[src/rtl/dc_unpack_pkg.sv]
package dc_unpack_pkg;
  localparam int unsigned CHAR_W    = 8;
  localparam int unsigned COMP_W    = 12;
  localparam int unsigned MAX_GRP   = 5;
  localparam int unsigned PH_W      = $clog2(MAX_GRP);
  localparam int unsigned HIST_W    = CHAR_W * (MAX_GRP - 1);
  localparam int unsigned GRP_W     = CHAR_W * MAX_GRP;

  typedef enum logic [1:0] {
    MODE_24  = 2'd0,
    MODE_30  = 2'd1,
    MODE_36  = 2'd2,
    MODE_24B = 2'd3
  } dc_mode_e;
endpackage

[src/rtl/dc_phase_ctrl.sv]
module dc_phase_ctrl
  import dc_unpack_pkg::*;
(
  input  logic                      clk_i,
  input  logic                      rst_ni,
  input  logic                      de_i,
  input  dc_mode_e                  mode_i,
  output logic [PH_W-1:0]           phase_o,
  output logic [1:0]                idx_o,
  output logic                      emit_o
);
  logic              de_q;
  logic [PH_W-1:0]   ph_q;
  logic [PH_W-1:0]   last_ph;
  logic              deep;

  always_comb begin
    unique case (mode_i)
      MODE_30: last_ph = PH_W'(4);
      MODE_36: last_ph = PH_W'(2);
      default: last_ph = '0;
    endcase
    deep    = (mode_i == MODE_30) || (mode_i == MODE_36);
    phase_o = (de_i && !de_q) ? '0 : ph_q;
    // deep modes: phase 0 only primes, phase p completes pixel p-1
    emit_o  = de_i && (!deep || (phase_o != '0));
    idx_o   = 2'(phase_o - PH_W'(1));
  end

  always_ff @(posedge clk_i or negedge rst_ni) begin
    if (!rst_ni) begin
      de_q <= 1'b0;
      ph_q <= '0;
    end else begin
      de_q <= de_i;
      if (de_i) ph_q <= (phase_o == last_ph) ? '0 : phase_o + PH_W'(1);
    end
  end
endmodule

[src/rtl/dc_lane_unpack.sv]
module dc_lane_unpack
  import dc_unpack_pkg::*;
(
  input  logic                 clk_i,
  input  logic                 rst_ni,
  input  logic                 de_i,
  input  dc_mode_e             mode_i,
  input  logic [PH_W-1:0]      phase_i,
  input  logic [1:0]           idx_i,
  input  logic [CHAR_W-1:0]    char_i,
  output logic [COMP_W-1:0]    comp_o
);
  logic [HIST_W-1:0] hist_q;
  logic [GRP_W-1:0]  word;

  always_comb begin
    word = {{CHAR_W{1'b0}}, hist_q};
    word[CHAR_W*phase_i +: CHAR_W] = char_i;
    unique case (mode_i)
      MODE_30: comp_o = {word[10*idx_i +: 10], 2'b00};
      MODE_36: comp_o = word[12*idx_i +: 12];
      default: comp_o = {char_i, {(COMP_W-CHAR_W){1'b0}}};
    endcase
  end

  always_ff @(posedge clk_i or negedge rst_ni) begin
    if (!rst_ni) hist_q <= '0;
    else if (de_i && (phase_i < PH_W'(MAX_GRP - 1)))
      hist_q[CHAR_W*phase_i +: CHAR_W] <= char_i;
  end
endmodule

[src/rtl/dc_unpack_top.sv]
module dc_unpack_top
  import dc_unpack_pkg::*;
#(
  parameter int unsigned LANES = 3
) (
  input  logic                      clk_i,
  input  logic                      rst_ni,
  input  logic                      de_i,
  input  logic [1:0]                mode_i,
  input  logic [CHAR_W*LANES-1:0]   data_i,
  output logic                      pix_valid_o,
  output logic [COMP_W*LANES-1:0]   pix_o
);
  dc_mode_e          mode;
  logic [PH_W-1:0]   phase;
  logic [1:0]        idx;
  logic              emit;

  assign mode = dc_mode_e'(mode_i);

  dc_phase_ctrl u_phase (
    .clk_i   (clk_i),
    .rst_ni  (rst_ni),
    .de_i    (de_i),
    .mode_i  (mode),
    .phase_o (phase),
    .idx_o   (idx),
    .emit_o  (emit)
  );

  for (genvar l = 0; l < LANES; l++) begin : g_lane
    logic [COMP_W-1:0] comp;

    dc_lane_unpack u_lane (
      .clk_i   (clk_i),
      .rst_ni  (rst_ni),
      .de_i    (de_i),
      .mode_i  (mode),
      .phase_i (phase),
      .idx_i   (idx),
      .char_i  (data_i[CHAR_W*l +: CHAR_W]),
      .comp_o  (comp)
    );

    always_ff @(posedge clk_i or negedge rst_ni) begin
      if (!rst_ni)   pix_o[COMP_W*l +: COMP_W] <= '0;
      else if (emit) pix_o[COMP_W*l +: COMP_W] <= comp;
    end
  end

  always_ff @(posedge clk_i or negedge rst_ni) begin
    if (!rst_ni) pix_valid_o <= 1'b0;
    else         pix_valid_o <= emit;
  end
endmodule

[config.mk]
export PLATFORM = sky130hd
export DESIGN_NAME = dc_unpack_top
export DESIGN_NICKNAME = d
export VERILOG_FILES = /design/src/rtl/dc_unpack_pkg.sv /design/src/rtl/dc_phase_ctrl.sv /design/src/rtl/dc_lane_unpack.sv /design/src/rtl/dc_unpack_top.sv
export SDC_FILE = /design/constraint.sdc
export NUM_CORES = 1
export LEC_CHECK = 0
export BUFFER_PORTS_ARGS = -buffer_cell sky130_fd_sc_hd__buf_2
export CORE_MARGIN = 4
export CORE_UTILIZATION = 53
export CTS_CLUSTER_SIZE = 24
export DETAILED_ROUTE_END_ITERATION = 8
export PLACE_DENSITY = 0.72
export SYNTH_ARGS = -nofsm -noshare
export SYNTH_HDL_FRONTEND = slang
export SYNTH_SLANG_ARGS = --single-unit
export TNS_END_PERCENT = 10
[constraint.sdc]
create_clock -name clk_i -period 4.35 [get_ports clk_i]
set_input_delay 0.2175 -clock clk_i [delete_from_list [all_inputs] [get_ports clk_i]]
set_output_delay 0.2175 -clock clk_i [all_outputs]
set_load 0.005 [all_outputs]
## Word-level counts from Yosys, hierarchy flattened

Index checks and enable logic that the tools add are counted.

- Memory bits (read-only): 0
- Bits in latches: 0
- Output and inout bits: 37
- Memory bits (writable): 0
- Memories kept: 0
- Register bits after elaboration: 137

- Multipliers: 2
- $lt $le $gt $ge: 1
- Bitwise logic cells: 0
- Shift-type cells: 14
- Add/subtract/negate cells: 3
- Reduce and logical (&&, ||, !) cells: 8
- Muxes and demuxes: 12
- Divide/modulo/power cells: 0
- Equality and inequality tests: 3

Operators with widths:

| cell | count |
|---|---|
| 40-bit bitwise mux | 3 |
| 40-bit by 7-bit variable part select with 10-bit output | 3 |
| 40-bit by 7-bit variable part select with 12-bit output | 3 |
| 8-bit by 34-bit variable part select with 40-bit output | 3 |
| 8-bit by 34-bit variable part select with 32-bit output | 3 |
| 32-bit bitwise mux | 3 |
| 12-bit one-hot mux with 2 select lines | 3 |
| 8-bit by 34-bit variable shift with 40-bit output (first input constant) | 1 |
| 6-bit negator with 34-bit output | 1 |
| 8-bit by 34-bit variable shift with 32-bit output (first input constant) | 1 |
| 3-bit 2-to-1 mux | 2 |
| 3-bit one-hot mux with 2 select lines | 1 |
| 3-bit by 2-bit multiplier with 5-bit output (first input constant) | 1 |
| 2-bit by 2-bit multiplier with 4-bit output (first input constant) | 1 |
| 3-bit by 1-bit adder with 3-bit output (second input constant) | 1 |
| 3-bit == test | 1 |
| 1-bit logical AND | 3 |
| 3-bit less-than comparator (second input constant) | 1 |
| 3-bit nonzero test | 1 |
| 2-bit by 1-bit == test with 1-bit output (second input constant) | 1 |
| 2-bit == test (second input constant) | 1 |
| 1-bit logical NOT | 2 |
| 1-bit logical OR | 2 |
| 2-bit by 1-bit subtractor with 2-bit output (second input constant) | 1 |

## Logic depth before layout (Yosys ltp)

Gate-level depths: netlist of run 1.

- Depth in word-level cells: 8
- Depth in mapped cells: 18

## Cells and area by module

From an unflattened synthesis of run 1, not the netlist that was laid out.

- Cell total of the unflattened synthesis: 1,133
- Area, all modules: 9,756.9 um^2

Modules (own cells, without submodules):

| module | area an instance (um^2) | cells an instance | seq. area each (um^2) | instances |
|---|---|---|---|---|
| dc_lane_unpack (g_lane[2].u_lane) | 2,680.1 | 324 | 800.8 | 1 |
| dc_lane_unpack (g_lane[1].u_lane) | 2,598.7 | 344 | 800.8 | 1 |
| dc_lane_unpack (g_lane[0].u_lane) | 2,556.2 | 337 | 800.8 | 1 |
| dc_unpack_top | 1,515.2 | 77 | 925.9 | 1 |
| dc_phase_ctrl | 406.6 | 51 | 100.1 | 1 |

## Least setup slack after synthesis of run 1

No wires, ideal clock.

- Path kind: flip-flop to flip-flop
- Start: register u_phase.ph_q[0]
- End: register pix_o[2]
- Stages on the path, launching flop included: 15
- Setup slack: 0.935 ns
- Required time: 4.224 ns
- Arrival: 3.289 ns
- Buffers on the path: 5
- Cells stage by stage: dfrtp_1 buf_2 inv_1 nor2_1 buf_2 buf_2 buf_1 ha_1 nand2b_1 or4_4 buf_6 mux2_4 nand2_1 nand3_1 a221o_1

- Longest elaborated chain between the ends: 6

Ends and longest elaborated chain:

| element | RTL line | RTL |
|---|---|---|
| start, declared | dc_phase_ctrl.sv:13 | `logic [PH_W-1:0] ph_q;` |
| start signal, assigned | dc_phase_ctrl.sv:36 | `if (de_i) ph_q <= (phase_o == last_ph) ? '0 : phase_o + PH_W'(1);` |
| 3-bit 2-to-1 mux * | dc_phase_ctrl.sv:24 | `phase_o = (de_i && !de_q) ? '0 : ph_q;` |
| parallel branches: the longest is 5 deep, another holds 3-bit by 2-bit multiplier with 5-bit output | - |  |
| end signal, assigned by index | dc_unpack_top.sv:47 | `else if (emit) pix_o[COMP_W*l +: COMP_W] <= comp;` |
| end, declared | dc_unpack_top.sv:12 | `output logic [COMP_W*LANES-1:0] pix_o` |

Every way passes the cells marked *.
A chain may end at the register's enable or synchronous reset.

## Final worst setup path of run 1

- Start: register u_phase.de_q
- End: register pix_o[10]

- Longest elaborated chain between the ends: 8

Ends and longest elaborated chain:

| element | RTL line | RTL |
|---|---|---|
| start, declared | dc_phase_ctrl.sv:12 | `logic de_q;` |
| start signal, assigned | dc_phase_ctrl.sv:35 | `de_q <= de_i;` |
| 1-bit logical NOT * | dc_phase_ctrl.sv:24 |  |
| 1-bit logical AND * | dc_phase_ctrl.sv:24 |  |
| 3-bit 2-to-1 mux * | dc_phase_ctrl.sv:24 |  |
| parallel branches: the longest is 5 deep, another holds 3-bit by 2-bit multiplier with 5-bit output | - |  |

Marked as above.

==> metrics.cfg, run 1 <==
[yosys]
synthSimpleGateAreaFrac=0.1841
synth-seq-cells=137
synth_mux_area_frac=0.08071
synth_cell_types=61
synthXorXnorAreaFrac=0.002224
synth-edff-count=0
netlist_top_cells_area=dfrtp_1 44%, nand2_1 7.0%, mux2_2 6.9%
synth_compound_area_frac=0.2316
synth-main-ff-cell=dfrtp_1
yosys_warnings=0
synth_area_mm2=0.007875
synth_nets=914
synth.top_cell.area_share=0.4353
ys_seq_area_frac=0.4353
ys_async_sr_fraction=1.000
synth.avg_cell_area_um2=8.969
synth_top_family_by_area=compound AO/OA/AOI/OAI gates
synth_top_area_cell=dfrtp_1
syn_inst=878
synthAdderAreaFrac=0.01112

[detailed_routing]
drt_pass1_iterations=6
ant_nets=0
drt-total-wl_um=30030
first_iter_violations=1338
wire_per_inst_um=27.35
viasPerCell=7.156
drc=0
vias=7857

[die]
die_h_um=129.9
io_pins=66
start_util=0.5418
dieArea_mm2=0.01687
core.rowCount=44
core_mm2=0.01453
die_w_um=129.9

[clock_network]
insertion_delay_ns=0.43
cts_made_buffers=17
cts_setup_buffers=0
cts_max_level=4
cts_tree=done
cts_resized=0
cts_root_buf=clkbuf_16
cts_sinks=137
clock_path_buffers=2
path_clk_slew_ns=0.06

[global_route]
grt_pass1_wl_um=46310
grt_max_degree=106
grt_antenna_before_repair=1
track_usage=0.3631
first_global_vias=7688
grt-ovfl-total=0

[timing]
setup_viol_count_final=0
maxSlewHeadroom=0.1289
skew_ns=0.007381
rsz0062_at_grt=no
fin_setup_tns_ns=0
timing.final.hold_violations=0
worst_slack_ns=0.5314
post-route-min-period_ns=3.819
slew_viol_final=0
period_share=0.8778
max_freq_mhz=261.9
worst_pin_slew_ns=1.293

[setup_path]
crit_start=u_phase.de_q$_DFF_PN0_
crit_path_start_kind=flop
required_ns=4.70
end_kind=flop
crit_top_cell=nand2_1
critical_path_class=reg -> reg
cp_cell_sequence=nand2b_1, nand2_1, ha_2, clkinv_1, nand2_1, a221oi_1, a311o_1, a21oi_1
critPathSlowestCell=ha_2
critPathArrivalTime_ns=4.16
r2r-start=u_phase.de_q$_DFF_PN0_
crit_fanout=40
critPathMaxStageDelay_ns=0.89

[finish]
fin_cells=1098
final_common_cell=nand2_1
synthToLayoutAreaGrowth_pct=12.25
diodes=0
nNetsFinal=937
layout_common_cells=146 x nand2_1, 137 x dfrtp_1, 64 x buf_2
final_util=0.6082
drive_gt1_frac=0.2013

[power]
power_density_mw_per_mm2=711.7
ir_drop_uv=451.5
p_leak_nw=3.973

[run_status]
outcome=complete, no violations

[worst_hold_path]
min_path_type=in -> reg
min_from=de_i

[placed_design]
place_ws_ns=0.6990
place.gp.congestion=1.005
portBuffers=65
dp_hpwl_um=19230
dp.cells=1065

[flow_run]
max_cap_viol_count=0

## state kept, by name (all words and copies together) (netlist names)
name                  count
pix_o                    36
g_lane.u_lane.hist_q     96
u_phase.de_q              1
u_phase.ph_q              3
pix_valid_o               1
## where the power goes
group / leakage (nW) / switching (mW) / internal [mW]
sequential: 1.79 / 0.378 / 1.76
clock: 0.270 / 0.588 / 0.762
combinational: 1.92 / 1.81 / 0.999
total: 3.97 / 2.77 / 3.52
## cells in the mapped netlist (all sizes together), types with 2 or more instances
| cell type | instances |
|---|---|
| a21boi | 3 |
| nand4 | 6 |
| nor2b | 4 |
| o22ai | 6 |
| o211ai | 8 |
| a22o | 38 |
| or4 | 3 |
| nor3 | 12 |
| nand3 | 53 |
| a32oi | 2 |
| or3 | 20 |
| a221oi | 9 |
| and3 | 18 |
| dfrtp | 137 |
| and2 | 3 |
| a221o | 18 |
| a21o | 4 |
| o21ai | 54 |
| clkbuf | 63 |
| nor4 | 4 |
| mux2 | 49 |
| nand3b | 2 |
| a22oi | 8 |
| nand2b | 2 |
| a211oi | 10 |
| a31oi | 21 |
| buf | 27 |
| nor2 | 30 |
| ha | 7 |
| a311oi | 2 |
| mux2i | 8 |
| a21oi | 63 |
| inv | 10 |
| o31ai | 6 |
| o2111ai | 10 |
| nand2 | 146 |
## through the flow
step / cell area, um^2 / power, mW / hold slack [ns]
floorplan: 7875 / 3.818 / -0.07809
global placement: 8284 / 4.770 / 0.4116
detailed placement: 8284 / 4.816 / 0.4197
CTS: 8840 / 6.181 / 0.09256
global route: 8840 / 6.600 / 0.09927
finish: 8840 / 6.291 / 0.1020
## path summary, 6_finish.rpt
check,endpoint,slack (ns),cells past startpoint
max in group asynchronous,g_lane[1].u_lane.hist_q[15]$_DFFE_PN0P_,2.90,3
setup / recovery,pix_o[10]$_DFFE_PN0P_,0.53,8
min in group asynchronous,u_phase.ph_q[0]$_DFFE_PN0P_,0.44,2
hold reg to reg,pix_o[24]$_DFFE_PN0P_,0.46,2
setup reg to reg,pix_o[10]$_DFFE_PN0P_,0.53,8
hold / removal,u_phase.de_q$_DFF_PN0_,0.10,1
## cell type report
class	instances	area [um^2]
Inverter	11	41.29
Clock inverter	13	92.59
Clock buffer	19	452.9
Sequential cell	137	3428
Tap cell	184	230.2
Timing Repair Buffer	94	551.8
Multi-Input combinational cell	640	4043
Fill cell	1329	5694
## routing by layer
layer | part of all wire | GRT usage
met1 | 0.40 | 0.5141
met2 | 0.44 | 0.5305
met3 | 0.12 | 0.09087
met4 | 0.042 | 0.1577
met5 | 0.00027 | 0
## critical path, delay by kind of cell, from the launching register on
family                   cells  cell delay, ns
AND/OR/NAND/NOR              3            1.20
flip-flops                   1            0.44
buffers and inverters        1            0.63
adder cells (fa/ha/maj)      1            0.89
AO/OA/AOI/OAI                3            0.55
## cell families after synthesis
family	count (synthesis)
simple gates	305
compound gates	269
flops	137
buf+inv	101
mux	57
fa+ha+maj	7
xor+xnor	2
## repair_timing
item | 4_1_cts | 5_1_grt
hold buffers | 1 | 0
endpoints found under the hold margin | 72 | 0
endpoints found under the setup margin | 0 | 0
Note: power is estimated with default switching activity, not from simulation.
==> run 2, diff against run 1 <==
Settings changed: ABC_AREA set to 1.
Clock period 4.35 ns to 3.6 ns, I/O delays scaled along.
==> metrics.cfg, run 2 <==
[yosys]
synth-seq-cells=137
ys_async_sr_fraction=1.000
netlist_top_cells_area=dfrtp_1 39%, nand2_1 23%, nand3_1 7.4%
synth_common_cells=553 x nand2_1, 137 x dfrtp_1, 131 x nand3_1
synth.top_cell.area_share=0.3866
synth-main-ff-cell=dfrtp_1
yosysMostFrequentCell=nand2_1
ys_seq_area_frac=0.3866
synth_area_mm2=0.008867
syn_inst=1354
synth_cell_types=35
synth_nets=1390
yosys_warnings=0
synth-edff-count=0
synth.avg_cell_area_um2=6.549
synth_top_area_cell=dfrtp_1

[placed_design]
dp_hpwl_um=24140
portBuffers=65
place.gp.congestion=1.003

[worst_hold_path]
min_path_type=in -> reg

[detailed_routing]
ant_nets=0
drt-total-wl_um=35450
wire_per_inst_um=21.97
drt_pass1_iterations=7
first_iter_violations=1338
drc=0
vias=9737
viasPerCell=6.033

[setup_path]
critPathMaxStageDelay_ns=0.65
end_kind=flop
crit_top_cell=nand2_1
critPathArrivalTime_ns=3.73
cp_cell_sequence=dlygate4sd3_1, buf_2, nand2_2, nand2_1, ha_1, ha_1, a21oi_1, inv_2, nor2_1, nand2_1, nand2_1
crit_path_start_kind=input pin
critPathSlowestCell=a21oi_1
required_ns=3.97
critical_path_class=in -> reg
crit_fanout=42

[timing]
period_share=0.9334
post-route-min-period_ns=3.360
rsz0062_at_grt=no
skew_ns=0.01063
setup_viol_count_final=0
timing.final.hold_violations=0
maxSlewHeadroom=0.2882
worst_pin_slew_ns=1.067
slew_viol_final=0
max_freq_mhz=297.6
fin_setup_tns_ns=0

[finish]
final_common_cell=nand2_1
nNetsFinal=1418
drive_gt1_frac=0.1076
fillCellCount=1640
layout_common_cells=553 x nand2_1, 137 x dfrtp_1, 131 x nand3_1
regMostFlops=g_lane.u_lane.hist_q
largestRegisters=g_lane.u_lane.hist_q: 96 flops, pix_o: 36 flops, u_phase.ph_q: 3 flops
diodes=0
largest_reg_flops=96
final_util=0.6052
synthToLayoutAreaGrowth_pct=12.37

[power]
p_leak_nw=5.128
power_density_mw_per_mm2=856.2
ir_drop_uv=441.1

[flow_run]
max_cap_viol_count=0

[clock_network]
cts_tree=done
path_clk_slew_ns=0.06
cts_made_buffers=17
cts_sinks=137
clock_path_buffers=2
cts_max_level=4
insertion_delay_ns=0.43
cts_root_buf=clkbuf_16

[run_status]
outcome=complete, no violations

[global_route]
grt-ovfl-total=0
track_usage=0.3826
grtUsageMet3=0.08181
use_met1=0.5160
grt_antenna_before_repair=1
gr-usage-met2=0.5569
grt_busiest_layer=met2
grt_pass1_wl_um=53650
grt_max_degree=100
first_global_vias=9128

[die]
die_w_um=137.3
die_h_um=137.3
core.rowCount=47
dieArea_mm2=0.01886
io_pins=66
start_util=0.5385
core_mm2=0.01647

==> run 2: cells by family after synthesis <==
kind of cell	Yosys count	share of synthesized area
buffers and inverters	179	0.08988
and+or+nand+nor	847	0.4019
adders and majority gates	7	0.009877
DFF	137	0.3866
AOI/OAI and AO/OA	181	0.1088
xor gates and xnor gates	3	0.002964
==> run 2: final cells by class <==
cell class / instances / area [um^2] / share of cell area
Clock buffer: 19 / 442.9 / 0.04445
Clock inverter: 12 / 222.7 / 0.02235
Inverter: 87 / 332.8 / 0.03340
Multi-Input combinational cell: 1039 / 4651 / 0.4667
Sequential cell: 137 / 3428 / 0.3440
Tap cell: 220 / 275.3 / 0.02762
Timing Repair Buffer: 99 / 604.3 / 0.06065
Timing Repair inverter: 1 / 7.507 / 0.0007534
==> run 2: what timing repair did <==
| item | in CTS | in global routing |
|---|---|---|
| setup endpoints to repair | 0 | 24 |
| hold endpoints to repair | 98 | 0 |
| resized for setup | 0 | 2 |
| hold buffers | 2 | 0 |
| setup buffers | 0 | 0 |
==> run 2: where the power goes <==
group	internal, mW	leakage, nW	switching (mW)
Combinational	1.16	2.99	3.09
Sequential	2.00	1.82	0.266
Clock	1.31	0.319	0.704
==> run 2: path summary, 6_finish.rpt <==
| kind | depth (start not counted) | slack (ns) | end | startpoint |
|---|---|---|---|---|
| max | 11 | 0.24 | pix_o[26]$_DFFE_PN0P_ | de_i |
| min | 3 | 0.01 | g_lane[1].u_lane.hist_q[2]$_DFFE_PN0P_ | data_i[10] |
| max reg2reg | 10 | 0.33 | pix_o[26]$_DFFE_PN0P_ | u_phase.de_q$_DFF_PN0_ |
| min reg2reg | 2 | 0.47 | pix_o[8]$_DFFE_PN0P_ | pix_o[8]$_DFFE_PN0P_ |
| max in group asynchronous | 3 | 2.28 | g_lane[2].u_lane.hist_q[0]$_DFFE_PN0P_ | rst_ni |
| min in group asynchronous | 2 | 0.41 | g_lane[0].u_lane.hist_q[24]$_DFFE_PN0P_ | rst_ni |
==> run 2: critical path: cells and delay by family <==
family	cells	cell delay (ns)
simple gates	5	1.07
buf+inv	3	1.23
fa+ha+maj	2	0.58
compound gates	1	0.65
==> run 2: through the flow <==
step | area [um^2] | total power, mW | setup WS (ns) | std cells | hold slack, ns
after floorplan | 8867 | 4.996 | 0.7351 | 1354 | -0.1156
after global placement | 9261 | 6.352 | 0.3997 | 1579 | 0.3557
after detailed placement | 9261 | 6.386 | 0.2910 | 1579 | 0.3580
after CTS | 9947 | 8.403 | 0.1891 | 1612 | 0.008640
after global routing | 9965 | 9.026 | 0.1143 | 1614 | 0.01958
final | 9965 | 8.532 | 0.2398 | 1614 | 0.01352
==> run 2: routing by layer <==
metal	vias to the layer above	share of wire	wire, um
li1	4421	-	-
met1	4527	0.40	14250
met2	626	0.42	15060
met3	161	0.10	3567
met4	2	0.072	2559
met5	-	0.00037	13
==> run 3, diff against run 2 <==
Settings changed: RECOVER_POWER set to 50.
==> metrics.cfg, run 3 (synthesized netlist as in run 2, its figures left out) <==
[setup_path]
worstRegToRegCells=10
critical_path_class=in -> reg
critical_path_depth=11
critPathCapture=pix_o[26]$_DFFE_PN0P_
critPathMaxStageDelay_ns=0.63
crit_fanout=42
path_buf_inv=3
path_delay_family=buffers and inverters
crit_path_start_kind=input pin
crit_start=de_i
r2r_slack_ns=0.38
crit_top_cell=nand2_1
r2r-start=u_phase.de_q$_DFF_PN0_
critPathSlowestCell=a21oi_1
required_ns=3.97
r2r-end=pix_o[26]$_DFFE_PN0P_
critPathArrivalTime_ns=3.71
end_kind=flop
cp_cell_sequence=dlygate4sd3_1, clkbuf_1, nand2_2, nand2_1, ha_1, ha_1, a21oi_1, inv_2, nor2_1, nand2_1, nand2_1

[finish]
layout_common_cells=553 x nand2_1, 137 x dfrtp_1, 131 x nand3_1
largestRegisters=g_lane.u_lane.hist_q: 96 flops, pix_o: 36 flops, u_phase.ph_q: 3 flops
final_common_cell=nand2_1
regMostFlops=g_lane.u_lane.hist_q
synthToLayoutAreaGrowth_pct=11.84
nNetsFinal=1418
drive_gt1_frac=0.08537
diodes=0
fillCellCount=1658
final_util=0.6023
fin_cells=1614
largest_reg_flops=96

[clock_network]
cts_made_buffers=17
cts_setup_buffers=0
cts_root_buf=clkbuf_16
cts_max_level=4
clock_path_buffers=2
cts_sinks=137
cts_tree=done
path_clk_slew_ns=0.06
insertion_delay_ns=0.43

[global_route]
track_usage=0.3826
first_global_vias=9128
grt_max_degree=100
grt_antenna_before_repair=1
grt-ovfl-total=0
grt_pass1_wl_um=53650

[power]
p_sw_mw=4.074
swShare=0.4785
ir_drop_uv=443.0
p_int_mw=4.440
p_clk_frac=0.237
p_leak_nw=5.014
power_frac_comb=0.496
power_density_mw_per_mm2=858.5
total_power_mw=8.514
pwr-share-seq=0.267

[timing]
max_freq_mhz=299.0
maxSlewHeadroom=-0.7082
setup_viol_count_final=0
worst_pin_slew_ns=2.562
post-route-min-period_ns=3.345
period_share=0.9292
rsz0062_at_grt=no
timing.final.hold_violations=0
worst_slack_ns=0.2550
slew_viol_final=100
skew_ns=0.009989
fin_setup_tns_ns=0

[detailed_routing]
drc=0
wl_met2_um=15120
viasPerCell=6.017
first_iter_violations=1378
drt_pass1_iterations=6
highest_layer=met5
dr_wl_met3_um=3713
vias=9712
met1_length_um=14070
ant_nets=0
drt-total-wl_um=35550
wire_per_inst_um=22.03

[die]
core.rowCount=47
die_h_um=137.3
start_util=0.5385
die_w_um=137.3
core_mm2=0.01647
dieArea_mm2=0.01886
io_pins=66

[placed_design]
portBuffers=65
place_ws_ns=0.2910
dp_hpwl_um=24140
place.gp.congestion=1.003
dp.cells=1579

[run_status]
violations=capacitance limit, slew limit
outcome=finished with violations

[flow_run]
max_cap_viol_count=1

[worst_hold_path]
min_path_type=in -> reg

-- run 3: final cells by class --
class,instances,area [um^2],share of cell area
Clock inverter,12,222.7,0.02246
Timing Repair Buffer,99,556.8,0.05614
Inverter,87,332.8,0.03356
Sequential cell,137,3428,0.3457
Clock buffer,19,442.9,0.04466
Timing Repair inverter,1,7.507,0.0007570
Multi-Input combinational cell,1039,4651,0.4690
Tap cell,220,275.3,0.02776
-- run 3: through the flow --
stage	area [um^2]	hold WS, ns
after floorplan	8867	-0.1156
after global placement	9261	0.3557
after detailed placement	9261	0.3580
after CTS	9947	0.008640
after global routing	9917	0.01958
final	9917	0.01054
-- run 3: what timing repair did --
item / 4_1_cts / 5_1_grt
endpoints found under the setup margin: 0 / 24
resized for setup: 0 / 2
endpoints found under the hold margin: 98 / 0
hold buffers: 2 / 0
-- run 3: worst min-delay path by stage --
stage,to,slack (ns),from,cells past startpoint
6_report,g_lane[1].u_lane.hist_q[2]$_DFFE_PN0P_,0.01,data_i[10],3
5_1_grt,g_lane[1].u_lane.hist_q[19]$_DFFE_PN0P_,0.02,data_i[11],3
4_1_cts,g_lane[1].u_lane.hist_q[2]$_DFFE_PN0P_,0.009,data_i[10],3
3_5_place_dp,g_lane[0].u_lane.hist_q[24]$_DFFE_PN0P_,0.36,rst_ni,1
3_3_place_gp,g_lane[0].u_lane.hist_q[24]$_DFFE_PN0P_,0.36,rst_ni,1
2_1_floorplan,g_lane[0].u_lane.hist_q[0]$_DFFE_PN0P_,-0.12,rst_ni,0
-- run 3: per-layer routing --
| layer | GRT usage | vias up |
|---|---|---|
| li1 | - | 4424 |
| met1 | 0.5160 | 4489 |
| met2 | 0.5569 | 628 |
| met3 | 0.08181 | 169 |
| met4 | 0.2445 | 2 |
| met5 | 0 | - |
-- run 3: power by group through the flow --
| stage | Combinational, mW | Sequential [mW] | Clock (mW) |
|---|---|---|---|
| floorplan | 2.76 | 2.23 | 0 |
| global placement | 4.08 | 2.28 | 0 |
| detailed placement | 4.11 | 2.28 | 0 |
| CTS | 4.12 | 2.26 | 2.02 |
| global route | 4.57 | 2.32 | 2.10 |
| finish | 4.22 | 2.27 | 2.02 |
-- run 3: tightest hold or removal path, cell delays in order --
cell	delay, ns
buf_2	0.11
nand2_1	0.05
o21ai_0	0.06
